## config.mk

```make
export PLATFORM = sky130hd
export DESIGN_NAME = serial_cmd_deser
export DESIGN_NICKNAME = d
export VERILOG_FILES = /design/src/rtl/scd_pkg.sv /design/src/rtl/scd_sync.sv /design/src/rtl/scd_edge.sv /design/src/rtl/scd_shift_fsm.sv /design/src/rtl/serial_cmd_deser.sv
export SDC_FILE = /design/constraint.sdc
export NUM_CORES = 1
export LEC_CHECK = 0
export BUFFER_PORTS_ARGS = -buffer_cell sky130_fd_sc_hd__buf_2
export CAP_MARGIN = 40
export CORE_AREA = 2 2 75 55
export CTS_BUF_LIST = sky130_fd_sc_hd__clkbuf_8
export CTS_CLUSTER_SIZE = 8
export DETAILED_ROUTE_END_ITERATION = 6
export DIE_AREA = 0 0 77 57
export SETUP_SLACK_MARGIN = 0.15
export SYNTH_ARGS = -nofsm -noshare
export SYNTH_HDL_FRONTEND = slang
export SYNTH_HIERARCHICAL = 1
export SYNTH_SLANG_ARGS = --single-unit
```

## constraint.sdc

```tcl
create_clock -name clk -period 3.25 [get_ports clk]
set_clock_uncertainty 0.05 [all_clocks]
set_input_delay 0.4875 -clock clk [delete_from_list [all_inputs] [get_ports clk]]
set_output_delay 0.4875 -clock clk [all_outputs]
set_load 0.01 [all_outputs]
```

## src/rtl/scd_pkg.sv

```systemverilog
package scd_pkg;

    // Receiver states
    typedef enum logic [0:0] {
        ST_HUNT  = 1'b0,   // idle: discard zeros, wait for start bit
        ST_SHIFT = 1'b1    // collecting select bit and payload
    } scd_state_e;

    // Number of bits after the start bit: select bit plus payload
    function automatic int unsigned body_bits(input int unsigned pay_w);
        return pay_w + 1;
    endfunction

endpackage

```

## src/rtl/scd_sync.sv

```systemverilog
module scd_sync #(
    parameter int unsigned WIDTH  = 3,
    parameter int unsigned STAGES = 2
) (
    input  logic             clk,
    input  logic             rst_n,
    input  logic [WIDTH-1:0] async_i,
    output logic [WIDTH-1:0] sync_o
);

    logic [WIDTH-1:0] stage_q [STAGES];

    generate
        for (genvar s = 0; s < STAGES; s++) begin : g_stage
            if (s == 0) begin : g_first
                always_ff @(posedge clk or negedge rst_n) begin
                    if (!rst_n) stage_q[s] <= '0;
                    else        stage_q[s] <= async_i;
                end
            end else begin : g_next
                always_ff @(posedge clk or negedge rst_n) begin
                    if (!rst_n) stage_q[s] <= '0;
                    else        stage_q[s] <= stage_q[s-1];
                end
            end
        end
    endgenerate

    assign sync_o = stage_q[STAGES-1];

endmodule

```

## src/rtl/scd_edge.sv

```systemverilog
module scd_edge (
    input  logic clk,
    input  logic rst_n,
    input  logic sclk_lvl_i,
    input  logic en_lvl_i,
    output logic bit_stb_o,
    output logic en_fall_o
);

    logic sclk_prev_q;
    logic en_prev_q;

    always_ff @(posedge clk or negedge rst_n) begin
        if (!rst_n) begin
            sclk_prev_q <= 1'b0;
            en_prev_q   <= 1'b0;
        end else begin
            sclk_prev_q <= sclk_lvl_i;
            en_prev_q   <= en_lvl_i;
        end
    end

    // A bit is accepted on a serial-clock fall while enable is high
    assign bit_stb_o = sclk_prev_q & ~sclk_lvl_i & en_lvl_i;
    assign en_fall_o = en_prev_q & ~en_lvl_i;

endmodule

```

## src/rtl/scd_shift_fsm.sv

```systemverilog
module scd_shift_fsm
    import scd_pkg::*;
#(
    parameter int unsigned PAY_W = 10
) (
    input  logic             clk,
    input  logic             rst_n,
    input  logic             bit_stb_i,
    input  logic             bit_val_i,
    input  logic             abort_i,
    output logic             vld_o,
    output logic             rs_o,
    output logic [PAY_W-1:0] pay_o,
    output logic             abort_o
);

    localparam int unsigned BODY_W = body_bits(PAY_W);
    localparam int unsigned CNT_W  = $clog2(BODY_W);
    localparam logic [CNT_W-1:0] LAST_IDX = CNT_W'(BODY_W - 1);

    scd_state_e        state_q, state_d;
    logic [CNT_W-1:0]  cnt_q, cnt_d;
    logic [BODY_W-1:0] sh_q, sh_d;
    logic [BODY_W-1:0] full_word;
    logic              done;

    assign full_word = {sh_q[BODY_W-2:0], bit_val_i};
    assign done      = (state_q == ST_SHIFT) && bit_stb_i && !abort_i
                       && (cnt_q == LAST_IDX);

    // next-state logic
    always_comb begin
        state_d = state_q;
        cnt_d   = cnt_q;
        sh_d    = sh_q;
        if (abort_i) begin
            state_d = ST_HUNT;
            cnt_d   = '0;
        end else if (bit_stb_i) begin
            unique case (state_q)
                ST_HUNT: begin
                    if (bit_val_i) begin
                        state_d = ST_SHIFT;
                        cnt_d   = '0;
                    end
                end
                ST_SHIFT: begin
                    sh_d = full_word;
                    if (cnt_q == LAST_IDX) begin
                        state_d = ST_HUNT;
                        cnt_d   = '0;
                    end else begin
                        cnt_d = cnt_q + 1'b1;
                    end
                end
                default: state_d = ST_HUNT;
            endcase
        end
    end

    // state register
    always_ff @(posedge clk or negedge rst_n) begin
        if (!rst_n) begin
            state_q <= ST_HUNT;
            cnt_q   <= '0;
            sh_q    <= '0;
        end else begin
            state_q <= state_d;
            cnt_q   <= cnt_d;
            sh_q    <= sh_d;
        end
    end

    // outputs
    always_ff @(posedge clk or negedge rst_n) begin
        if (!rst_n) begin
            vld_o   <= 1'b0;
            rs_o    <= 1'b0;
            pay_o   <= '0;
            abort_o <= 1'b0;
        end else begin
            vld_o   <= done;
            abort_o <= abort_i;
            if (done) begin
                rs_o  <= full_word[BODY_W-1];
                pay_o <= full_word[PAY_W-1:0];
            end
        end
    end

endmodule

```

## src/rtl/serial_cmd_deser.sv

```systemverilog
module serial_cmd_deser #(
    parameter int unsigned PAY_W       = 10,
    parameter int unsigned SYNC_STAGES = 2
) (
    input  logic             clk,
    input  logic             rst_n,
    input  logic             ser_data_i,
    input  logic             ser_clk_i,
    input  logic             ser_en_i,
    output logic             frame_vld_o,
    output logic             frame_rs_o,
    output logic [PAY_W-1:0] frame_pay_o,
    output logic             en_fall_o
);

    localparam int unsigned N_LINES = 3;

    logic [N_LINES-1:0] lines_s;
    logic               bit_stb;
    logic               en_fall;

    scd_sync #(
        .WIDTH  (N_LINES),
        .STAGES (SYNC_STAGES)
    ) sync_i (
        .clk     (clk),
        .rst_n   (rst_n),
        .async_i ({ser_en_i, ser_clk_i, ser_data_i}),
        .sync_o  (lines_s)
    );

    scd_edge edge_i (
        .clk        (clk),
        .rst_n      (rst_n),
        .sclk_lvl_i (lines_s[1]),
        .en_lvl_i   (lines_s[2]),
        .bit_stb_o  (bit_stb),
        .en_fall_o  (en_fall)
    );

    scd_shift_fsm #(
        .PAY_W (PAY_W)
    ) fsm_i (
        .clk       (clk),
        .rst_n     (rst_n),
        .bit_stb_i (bit_stb),
        .bit_val_i (lines_s[0]),
        .abort_i   (en_fall),
        .vld_o     (frame_vld_o),
        .rs_o      (frame_rs_o),
        .pay_o     (frame_pay_o),
        .abort_o   (en_fall_o)
    );

endmodule


```

After elaboration in Yosys (flattened, before gate mapping)
Cells that the tools add are included.

storage, ports and cells
  bits of input ports = 5
  bits in registers = 36
  output and inout port bits = 13

cells by class
  equality and inequality tests = 2
  mux-type cells = 10
  bitwise operators = 7
  reductions and logical operators = 7
  $add $sub $neg = 1

operators with widths
  operator             count
  $mux 4               4
  $pmux 4 s2           1
  $add 4x1->4 const B  1
  $eq 4x4->1 const B   1
  $mux 1               4
  $not 1->1            4
  $and 1x1->1          3
  $logic_and 1x1->1    3
  $ne 3x2->1 const B   1
  $reduce_and 3->1     1
  $pmux 1 s2           1
  $reduce_and 2->1     1
  $reduce_bool 2->1    1
  $logic_not 1->1      1

Logic depth before layout (Yosys ltp)
Gate-level depths: netlist of run 1.

  depth in word-level cells = 6
  gate-level depth with buffers = 6

Modules after synthesis
The synthesis of run 1 kept the hierarchy.

modules (own cells, without submodules)
  module         area each (µm²)  cells an instance  sequential area each (µm²)  times used
  scd_shift_fsm  1,182.4          76                 700.7                       1
  scd_sync       172.7            9                  150.1                       1
  scd_edge       65.1             4                  50.0                        1

Worst setup path before layout of run 1
Ideal clock, no wire load.

  kind = reg-to-reg
  start point = reg sync_i.stage_q (netlist bit sync_i/sync_o[1])
  end point = reg fsm_i.pay_o[2]
  setup time = 0.125 ns
  clock period less this slack = 1.797 ns
  stages on the path, launching flop included = 7
  data arrival time = 1.621 ns
  path buffers = 2
  setup slack = 1.453 ns
  path through = dfrtp_1 -> buf_4 -> and3b_1 -> nand4b_4 -> nor3b_4 -> buf_12 -> mux2_4

on the way
  cells in the longest elaborated chain, start to end = 6

ends and longest elaborated chain
  element                            line                    text
  from (decl)                        scd_sync.sv:11          logic [WIDTH-1:0] stage_q [STAGES];
  from (signal, indexed assignment)  scd_sync.sv:23          else stage_q[s] <= stage_q[s-1];
  $not 1->1                          scd_edge.sv:24          assign bit_stb_o = sclk_prev_q & ~sclk_lvl_i & en_lvl_i;
  $and 1x1->1 (2 in series)          scd_edge.sv:24
  via bit_stb                        serial_cmd_deser.sv:19  logic bit_stb;
  $logic_and 1x1->1 (2 in series)    scd_shift_fsm.sv:28     assign done = (state_q == ST_SHIFT) && bit_stb_i && !abort_i
  $logic_and 1x1->1                  scd_shift_fsm.sv:29     && (cnt_q == LAST_IDX);
  via fsm_i.done                     scd_shift_fsm.sv:25     logic done;
  to (signal assigned)               scd_shift_fsm.sv:86     pay_o <= full_word[PAY_W-1:0];
  to (decl)                          scd_shift_fsm.sv:13     output logic [PAY_W-1:0] pay_o,

The timed path passes the listed nets, and every way through them passes these cells.
A chain may end at the register's enable or synchronous reset.

Final worst setup path of run 1
  start point = reg fsm_i.cnt_q[0]
  end point = reg fsm_i.pay_o[1]

on the way
  cells in the longest elaborated chain, start to end = 2

ends and longest elaborated chain
  element                 line                 text
  from (decl)             scd_shift_fsm.sv:22  logic [CNT_W-1:0] cnt_q, cnt_d;
  from (signal assigned)  scd_shift_fsm.sv:69  cnt_q <= cnt_d;
  $eq 4x4->1              scd_shift_fsm.sv:29
  $logic_and 1x1->1       scd_shift_fsm.sv:29

No other way between the ends.

==> impl_metrics.yaml, run 1 <==
timing:
  holdWs_ns: 0.2185
  setup_viol: 0
  period_share: 0.6472
  rsz0062_at_grt: "false"
  setup_tns_ns: 0
  max_freq_mhz: 475.4
  min_period_ns: 2.103
  worst_slack_ns: 1.147
  relSlewSlack: 0.4726
  drv_slew: 0
  hold_violations: 0
  worst_slew_pin_slew_ns: 0.7903
synthesis:
  ys_warn_count: 6
  syn_inst: 89
  async_flop_share: 1.000
  syn-cell-area_mm2: 0.001420
  synth_commonest_cells: "36 x dfrtp_1, 10 x mux2_2, 9 x mux2_4"
  synth_nets: 96
  avgSynthCellArea_um2: 15.96
  synth_most_common_cell: "dfrtp_1"
  synth_edf_count: 0
  synth_top_area_frac: 0.6344
  yosys-top-cells-area: "dfrtp_1 63%, mux2_4 9.5%, mux2_2 7.9%"
  seq_area_frac_synth: 0.6344
  ys_ff_latch: 36
  synth_cell_type_count: 23
  yosys.area.top_type: "dfrtp_1"
  synthFlopType: "dfrtp_1"
power:
  switching_share: 0.2085
  p_leak_nw: 0.8400
  p_int_mw: 0.6380
  p_per_area_mw_per_mm2: 499.8
  p_clk_frac: 0.386
  combinationalPowerShare: 0.033
  p_sw_mw: 0.1681
  ir_drop_mv: 0.3042
  share_seq_of_total_power: 0.581
  total_power_mw: 0.8061
clock_tree:
  root_buffer: "clkbuf_8"
  cts.sinks: 36
  ctsResizeCount: 0
  clock_path_buffers: 2
  cts_hold_buf: 0
  cts_buffers: 5
  h-tree-depth: 2
  clkSlewWorstSetupHoldPaths_ns: 0.07
  cts_setup_buffers: 0
  clk_latency_ns: 0.28
  cts_tree: "done"
finish:
  final_layout_size_suffix_gt1_frac: 0.4037
  n_antenna_cell: 0
  multi_input_area_um2: 464.2
  fill_cells: 359
  ff_latch_area_um2: 900.9
  syn2layout_area_growth_pct: 13.57
  fin_util: 0.4294
  num-nets-final: 115
setup_path:
  max_stage_delay_ns: 0.70
  crit_fanout: 12
  crit_required_ns: 3.36
  critPathKind: "flop to flop"
  startpoint: "fsm_i/cnt_q[0]"
  regToRegStartpoint: "fsm_i/cnt_q[0]"
  crit_path_top_delay_cell: "nor3b_4"
  r2r_setup_slack_ns: 1.15
  crit_chain: "inv_1, ha_1, nand4b_4, nor3b_4, mux2_1"
  worstSetupEndpointType: "flop"
  startpoint_type: "flop"
  r2r_end: "fsm_i/pay_o[1]"
  endpoint: "fsm_i/pay_o[1]"
  worstPathArrival_ns: 2.21
  worst_r2r_path_depth: 5
detailed_routing:
  routed_wl_mm: 2.102
  drt_iter0_markers: 47
  ant_nets: 0
  dr.max_layer_used: "met4"
  dr_total_vias: 730
  met1_length_mm: 1.070
  wl_per_cell_um: 13.06
  drc: 0
  via_per_inst: 4.534
  drt_first_pass_iters: 4
  wl_met2_um: 886
  wl_met3_um: 101
global_routing:
  track_usage: 0.1087
  grt_pass1_vias: 711
  antenna_found_initial: 0
  grt_max_degree: 37
  grt_pass1_wl_mm: 3.519
  grt_overflow_total: 0
place:
  pre_cts_ws_ns: 1.124
  hpwl_mm: 1.376
  gp_congestion: 0.7931
  port_buffers: 17
floorplanning:
  die_area_mm2: 0.004389
  floorplan.initialDensity: 0.3781
  die_x_um: 77
  core_area_mm2: 0.003756
  die_h_um: 57
  io_pins: 18
  fp-row-count: 19
job:
  cap_violations: 0
hold_path:
  hold_class: "input pin to async pin"
status:
  outcome: "finished, final reports clean"
power by group through the flow:
stage	clock network, mW	registers [mW]	logic, mW
2_1_floorplan	0	0.475	0.0167
3_3_place_gp	0	0.477	0.0265
3_5_place_dp	0	0.477	0.0275
4_1_cts	0.319	0.469	0.0277
5_1_grt	0.344	0.470	0.0302
6_report	0.311	0.469	0.0265
metal layers:
metal | vias to the layer above | GRT usage
met1 | 360 | 0.1512
met3 | 5 | 0.04430
met4 | 0 | 0.07908
li1 | 346 | -
met5 | - | 0
met2 | 19 | 0.1353
sequential cells by signal, indices dropped and copies added (netlist names):
| register | count |
|---|---|
| fsm_i/sh_q | 10 |
| edge_i/sclk_prev_q | 1 |
| fsm_i/vld_o | 1 |
| fsm_i/cnt_q | 4 |
| fsm_i/rs_o | 1 |
| fsm_i/state_q | 1 |
| sync_i/sync_o | 3 |
| fsm_i/abort_o | 1 |
| edge_i/en_prev_q | 1 |
| fsm_i/pay_o | 10 |
| sync_i/stage_q | 3 |
critical path: cells and delay by family (launching register included):
kind	cells	cell delay (ns)
fa+ha+maj	1	0.21
buf+inv	1	0.07
flops	1	0.42
mux	1	0.38
simple gates	2	0.84
stage by stage:
stage	cell area, um2	cells
6_report	1613	161
5_1_grt	1613	161
4_1_cts	1613	161
2_1_floorplan	1420	89
3_3_place_gp	1523	153
3_5_place_dp	1523	153
logic make-up (layout without fill, tap and decap cells):
kind of cell	count (synthesis)	in the layout	share of synthesized area
buf+inv	7	27	0.03876
mux	21	21	0.1903
fa+ha+maj	2	2	0.01762
flops	36	36	0.6344
simple gates	15	15	0.08194
compound gates	8	8	0.03700
final cells by class:
class	count	area share
clock inverter	2	0.004655
inverter	2	0.004655
timing repair buffer	17	0.05275
sequential	36	0.5586
multi-input combinational	46	0.2878
clock buffer	6	0.05120
tap	52	0.04034
cell usage in the layout (no fill, tap or decap), drive strengths merged:
| master | synthesis | layout |
|---|---|---|
| o211ai | 1 | 1 |
| ha | 2 | 2 |
| nor3b | 1 | 1 |
| o21ai | 3 | 3 |
| or3 | 1 | 1 |
| clkbuf | 0 | 6 |
| nand3 | 4 | 4 |
| o2bb2ai | 2 | 2 |
| nand3b | 2 | 2 |
| inv | 2 | 4 |
| and3b | 1 | 1 |
| a21oi | 1 | 1 |
| buf | 5 | 17 |
| o21bai | 1 | 1 |
| nand2 | 3 | 3 |
| dfrtp | 36 | 36 |
| nor2b | 1 | 1 |
| nand2b | 1 | 1 |
| mux2 | 21 | 21 |
| nand4b | 1 | 1 |
worst min-delay path by stage:
stage / to
final: fsm_i/cnt_q[2]
after global routing: sync_i/stage_q[4]
after CTS: sync_i/stage_q[3]
after detailed placement: sync_i/sync_o[2]
after global placement: sync_i/sync_o[2]
after floorplan: edge_i/en_prev_q
Note: power is estimated with default switching activity, not from simulation.
==> run 2: changes to the inputs <==
clock period = 2.1 ns   (was 3.25 ns; I/O delays follow)
==> impl_metrics.yaml, run 2 (synthesized netlist as in run 1, its figures left out) <==
place:
  gp_congestion: 0.7698
  pre_cts_ws_ns: 0.2716
  hpwl_mm: 1.428
  placed_cell_area_mm2: 0.001553
  dp.cells: 157
  port_buffers: 17
power:
  combinationalPowerShare: 0.034
  p_sw_mw: 0.2679
  share_seq_of_total_power: 0.576
  ir_drop_mv: 0.4509
  p_leak_nw: 0.8561
  total_power_mw: 1.261
  p_int_mw: 0.9929
  switching_share: 0.2125
  p_clk_frac: 0.391
  p_per_area_mw_per_mm2: 766.3
detailed_routing:
  drc: 0
  via_per_inst: 4.612
  wl_met2_um: 921
  met1_length_mm: 1.015
  drt_first_pass_iters: 4
  ant_nets: 0
  dr_total_vias: 761
  wl_per_cell_um: 12.81
  dr.max_layer_used: "met4"
  routed_wl_mm: 2.113
  drt_iter0_markers: 49
  wl_met3_um: 145
timing:
  relSlewSlack: 0.4869
  holdWs_ns: 0.05217
  drv_slew: 0
  rsz0062_at_grt: "false"
  worst_slack_ns: 0.2752
  setup_tns_ns: 0
  period_share: 0.8690
  max_freq_mhz: 548.0
  min_period_ns: 1.825
  hold_violations: 0
  worst_slew_pin_slew_ns: 0.7696
  setup_viol: 0
clock_tree:
  h-tree-depth: 2
  clock_path_buffers: 2
  clk_latency_ns: 0.29
  cts.sinks: 36
  cts_setup_buffers: 0
  cts_tree: "done"
  ctsResizeCount: 0
  clkSlewWorstSetupHoldPaths_ns: 0.07
  cts_hold_buf: 0
  cts_buffers: 5
  root_buffer: "clkbuf_8"
setup_path:
  worstPathArrival_ns: 1.94
  r2r_end: "fsm_i/pay_o[1]"
  crit_fanout: 12
  r2r_setup_slack_ns: 0.28
  startpoint: "fsm_i/cnt_q[0]"
  regToRegStartpoint: "fsm_i/cnt_q[0]"
  worstSetupEndpointType: "flop"
  crit_required_ns: 2.22
  critPathKind: "flop to flop"
  startpoint_type: "flop"
  worst_r2r_path_depth: 6
finish:
  fin_area_mm2: 0.001645
  final_cell_mix: "36 x dfrtp_1, 17 x buf_2, 10 x mux2_2, 9 x mux2_4, 6 x clkbuf_8"
  final_layout_size_suffix_gt1_frac: 0.4425
  num-nets-final: 119
  fin_cells: 165
  reg.largest.list: "fsm_i/pay_o: 10 flops, fsm_i/sh_q: 10 flops, fsm_i/cnt_q: 4 flops"
  syn2layout_area_growth_pct: 15.86
  fin_util: 0.4380
  layout_commonest_cell: "dfrtp_1"
  n_antenna_cell: 0
hold_path:
  hold_class: "input pin to async pin"
global_routing:
  grt_max_degree: 37
  grt_overflow_total: 0
  grt_pass1_wl_mm: 3.512
  track_usage: 0.1091
  antenna_found_initial: 0
  grt_pass1_vias: 727
floorplanning:
  die_x_um: 77
  fp-row-count: 19
  core_area_mm2: 0.003756
  floorplan.initialDensity: 0.3781
  io_pins: 18
  die_area_mm2: 0.004389
  die_h_um: 57
job:
  cap_violations: 0
status:
  outcome: "finished, final reports clean"
run 2: cell types whose count changed in the layout (fill, tap and decap cells not counted):
cell      before  now
buf_4          0    4
clkinv_2       0    2
inv_1          4    2
run 2: power by group through the flow:
| stage | logic (mW) | clock network [mW] | registers, mW |
|---|---|---|---|
| after floorplan | 0.0259 | 0 | 0.735 |
| after global placement | 0.0432 | 0 | 0.738 |
| after detailed placement | 0.0443 | 0 | 0.739 |
| after CTS | 0.0443 | 0.512 | 0.726 |
| after global routing | 0.0488 | 0.546 | 0.728 |
| final | 0.0428 | 0.492 | 0.726 |
run 2: per-layer routing:
layer / vias up / track usage
met5: - / 0
met2: 23 / 0.1416
met3: 2 / 0.05063
li1: 350 / -
met1: 386 / 0.1506
met4: 0 / 0.06122
run 2: cell type report:
cell class	instances	area (um2)
flip-flops and latches	36	900.9
fillers	358	2111
repair buffers	21	115.1
multi-input cells	46	464.2
clock buffers	6	82.58
well taps	52	65.06
inverters	2	7.507
clock inverters	2	10.01
run 2: worst max-delay path by stage:
| stage | depth (start not counted) | slack [ns] | endpoint |
|---|---|---|---|
| 6_report | 6 | 0.28 | fsm_i/pay_o[1] |
| 5_1_grt | 6 | 0.18 | fsm_i/pay_o[1] |
| 4_1_cts | 6 | 0.27 | fsm_i/pay_o[1] |
| 2_1_floorplan | 6 | 0.30 | fsm_i/pay_o[2] |
| 3_5_place_dp | 6 | 0.27 | fsm_i/pay_o[1] |
| 3_3_place_gp | 5 | 0.34 | fsm_i/pay_o[1] |
run 2: critical path, stage by stage, from the launching register on:
cell      delay [ns]
dfrtp_1         0.42
inv_1           0.08
ha_1            0.22
nand4b_4        0.13
nor3b_4         0.20
buf_4           0.26
mux2_1          0.34
==> run 3: changes to the inputs <==
--- a/config.mk
+++ b/config.mk
@@ -6,11 +6,12 @@
 export NUM_CORES = 1
 export LEC_CHECK = 0
+export ABC_AREA = 1
 export BUFFER_PORTS_ARGS = -buffer_cell sky130_fd_sc_hd__buf_2
 export CAP_MARGIN = 40
-export CORE_AREA = 2 2 75 55
+export CORE_AREA = 2 2 75 56
 export CTS_BUF_LIST = sky130_fd_sc_hd__clkbuf_8
 export CTS_CLUSTER_SIZE = 8
 export DETAILED_ROUTE_END_ITERATION = 6
-export DIE_AREA = 0 0 77 57
+export DIE_AREA = 0 0 77 58
 export SETUP_SLACK_MARGIN = 0.15
 export SYNTH_ARGS = -nofsm -noshare
==> constraint.sdc (replaced) <==
create_clock -name clk -period 2.1 [get_ports clk]
set_clock_uncertainty 0.05 [all_clocks]
set_input_delay 0.42 -clock clk [delete_from_list [all_inputs] [get_ports clk]]
set_output_delay 0.42 -clock clk [all_outputs]
set_load 0.01 [all_outputs]
==> impl_metrics.yaml, run 3 <==
job:
  cap_violations: 0
timing:
  max_freq_mhz: 633.5
  drv_slew: 0
  relSlewSlack: 0.4850
  period_share: 0.7517
  hold_violations: 0
  rsz0062_at_grt: "false"
  min_period_ns: 1.579
  worst_slew_pin_slew_ns: 0.7725
  setup_tns_ns: 0
  setup_viol: 0
setup_path:
  regToRegStartpoint: "fsm_i/cnt_q[0]"
  worst_r2r_path_depth: 6
  r2r_setup_slack_ns: 0.52
  worstSetupEndpointType: "flop"
  crit_fanout: 14
  critPathKind: "flop to flop"
  worstPathArrival_ns: 1.75
  crit_required_ns: 2.27
  r2r_end: "fsm_i/pay_o[8]"
  startpoint: "fsm_i/cnt_q[0]"
  startpoint_type: "flop"
  endpoint: "fsm_i/pay_o[8]"
synthesis:
  ys_warn_count: 6
  synth_commonest_cells: "55 x nand2_1, 36 x dfrtp_1, 10 x o21ai_1"
  synth_top_area_frac: 0.6299
  async_flop_share: 1.000
  synthFlopType: "dfrtp_1"
  synth_nets: 151
  yosys.area.top_type: "dfrtp_1"
  synth_most_common_cell: "nand2_1"
  syn_inst: 144
  synth_edf_count: 0
  seq_area_frac_synth: 0.6299
  yosys-top-cells-area: "dfrtp_1 63%, nand2_1 14%, o21ai_1 3.5%"
  ys_ff_latch: 36
  synth_cell_type_count: 19
  syn-cell-area_mm2: 0.001430
  avgSynthCellArea_um2: 9.931
hold_path:
  hold_class: "input pin to async pin"
power:
  share_seq_of_total_power: 0.566
  p_leak_nw: 0.8773
  p_per_area_mw_per_mm2: 787.4
  p_clk_frac: 0.401
  p_int_mw: 1.016
  total_power_mw: 1.280
  ir_drop_mv: 0.3383
  p_sw_mw: 0.2642
  switching_share: 0.2064
  combinationalPowerShare: 0.033
detailed_routing:
  via_per_inst: 4.460
  ant_nets: 0
  drc: 0
  drt_first_pass_iters: 4
  routed_wl_mm: 2.316
  drt_iter0_markers: 62
  wl_per_cell_um: 10.87
  dr_total_vias: 950
clock_tree:
  cts_buffers: 5
  cts_tree: "done"
  cts_setup_buffers: 0
  clkSlewWorstSetupHoldPaths_ns: 0.07
  cts.sinks: 36
  clk_latency_ns: 0.28
  ctsResizeCount: 0
  cts_hold_buf: 0
  clock_path_buffers: 2
  root_buffer: "clkbuf_8"
  h-tree-depth: 2
floorplanning:
  io_pins: 18
  die_x_um: 77
  core_area_mm2: 0.003756
  floorplan.initialDensity: 0.3807
  die_h_um: 58
  fp-row-count: 19
  die_area_mm2: 0.004466
finish:
  fin_util: 0.4327
  fill_cells: 391
  num-nets-final: 168
  final_cell_mix: "55 x nand2_1, 36 x dfrtp_1, 17 x buf_2, 10 x o21ai_1, 8 x o21ai_0"
  syn2layout_area_growth_pct: 13.65
  final_layout_size_suffix_gt1_frac: 0.2050
  reg.largest.list: "fsm_i/pay_o: 10 flops, fsm_i/sh_q: 10 flops, fsm_i/cnt_q: 4 flops"
  multi_input_area_um2: 447.9
  n_antenna_cell: 0
  ff_latch_area_um2: 900.9
  fin_area_mm2: 0.001625
  layout_commonest_cell: "nand2_1"
global_routing:
  track_usage: 0.1225
  grt_max_degree: 37
  grt_overflow_total: 0
  grt_pass1_vias: 946
  antenna_found_initial: 0
  grt_pass1_wl_mm: 4.098
place:
  hpwl_mm: 1.589
  placed_cell_area_mm2: 0.001529
  gp_congestion: 0.7260
  port_buffers: 17
status:
  outcome: "finished, final reports clean"
==> run 3: cell count changes after synthesis, sizes merged, moves of 6 or more <==
| cell | before | now |
|---|---|---|
| nor2 | 0 | 7 |
| mux2 | 21 | 0 |
| o21ai | 3 | 18 |
| nand2 | 3 | 57 |
| inv | 2 | 8 |
==> run 3: routing by layer <==
| metal | vias up | track usage | wire length (um) |
|---|---|---|---|
| li1 | 488 | - | - |
| met1 | 438 | 0.1515 | 1178 |
| met2 | 24 | 0.1805 | 1029 |
| met3 | 0 | 0.05607 | 107 |
| met4 | 0 | 0.06888 | 0 |
| met5 | - | 0 | 0 |
==> run 3: cell type report <==
type                    instances  area share
multi-input cells              93      0.2756
inverters                       8     0.01848
repair buffers                 17     0.05235
flip-flops and latches         36      0.5543
well taps                      52     0.04003
clock buffers                   7     0.05928
==> run 3: logic make-up after synthesis <==
family / Yosys count / share of synthesized area
adder cells (fa/ha/maj): 2 / 0.01750
flip-flops: 36 / 0.6299
AO/OA/AOI/OAI: 19 / 0.06825
AND/OR/NAND/NOR: 71 / 0.2214
XOR/XNOR: 1 / 0.006125
buffers and inverters: 15 / 0.05687
==> run 3: stage by stage <==
stage,hold slack (ns),worst slack (ns),instances
final,0.1648,0.5214,213
after global routing,0.1794,0.4000,213
after CTS,0.1773,0.5170,213
after detailed placement,0.2863,0.5308,206
after global placement,0.2828,0.5926,206
after floorplan,0.07441,0.7990,144
==> run 3: critical path: stages (launching register included) <==
cell	delay, ns
dfrtp_1	0.41
inv_1	0.12
ha_1	0.23
nand3_4	0.20
nor2_4	0.33
nand2_1	0.10
nand2_1	0.07
==> run 3: power by group through the flow <==
stage	clock network, mW	registers [mW]	logic (mW)
after floorplan	0	0.735	0.0256
after global placement	0	0.737	0.0420
after detailed placement	0	0.738	0.0434
after CTS	0.540	0.724	0.0434
after global routing	0.565	0.727	0.0498
final	0.513	0.725	0.0417
==> run 3: worst min path at each step <==
| stage | from | end | slack (ns) | cells after the start |
|---|---|---|---|---|
| global placement | sync_i/stage_q[4] | sync_i/sync_o[1] | 0.28 | 0 |
| floorplan | rst_n | edge_i/en_prev_q | 0.07 | 0 |
| CTS | rst_n | fsm_i/sh_q[7] | 0.18 | 1 |
| detailed placement | sync_i/stage_q[4] | sync_i/sync_o[1] | 0.29 | 0 |
| global route | ser_data_i | sync_i/stage_q[3] | 0.18 | 1 |
| finish | rst_n | fsm_i/cnt_q[1] | 0.16 | 1 |
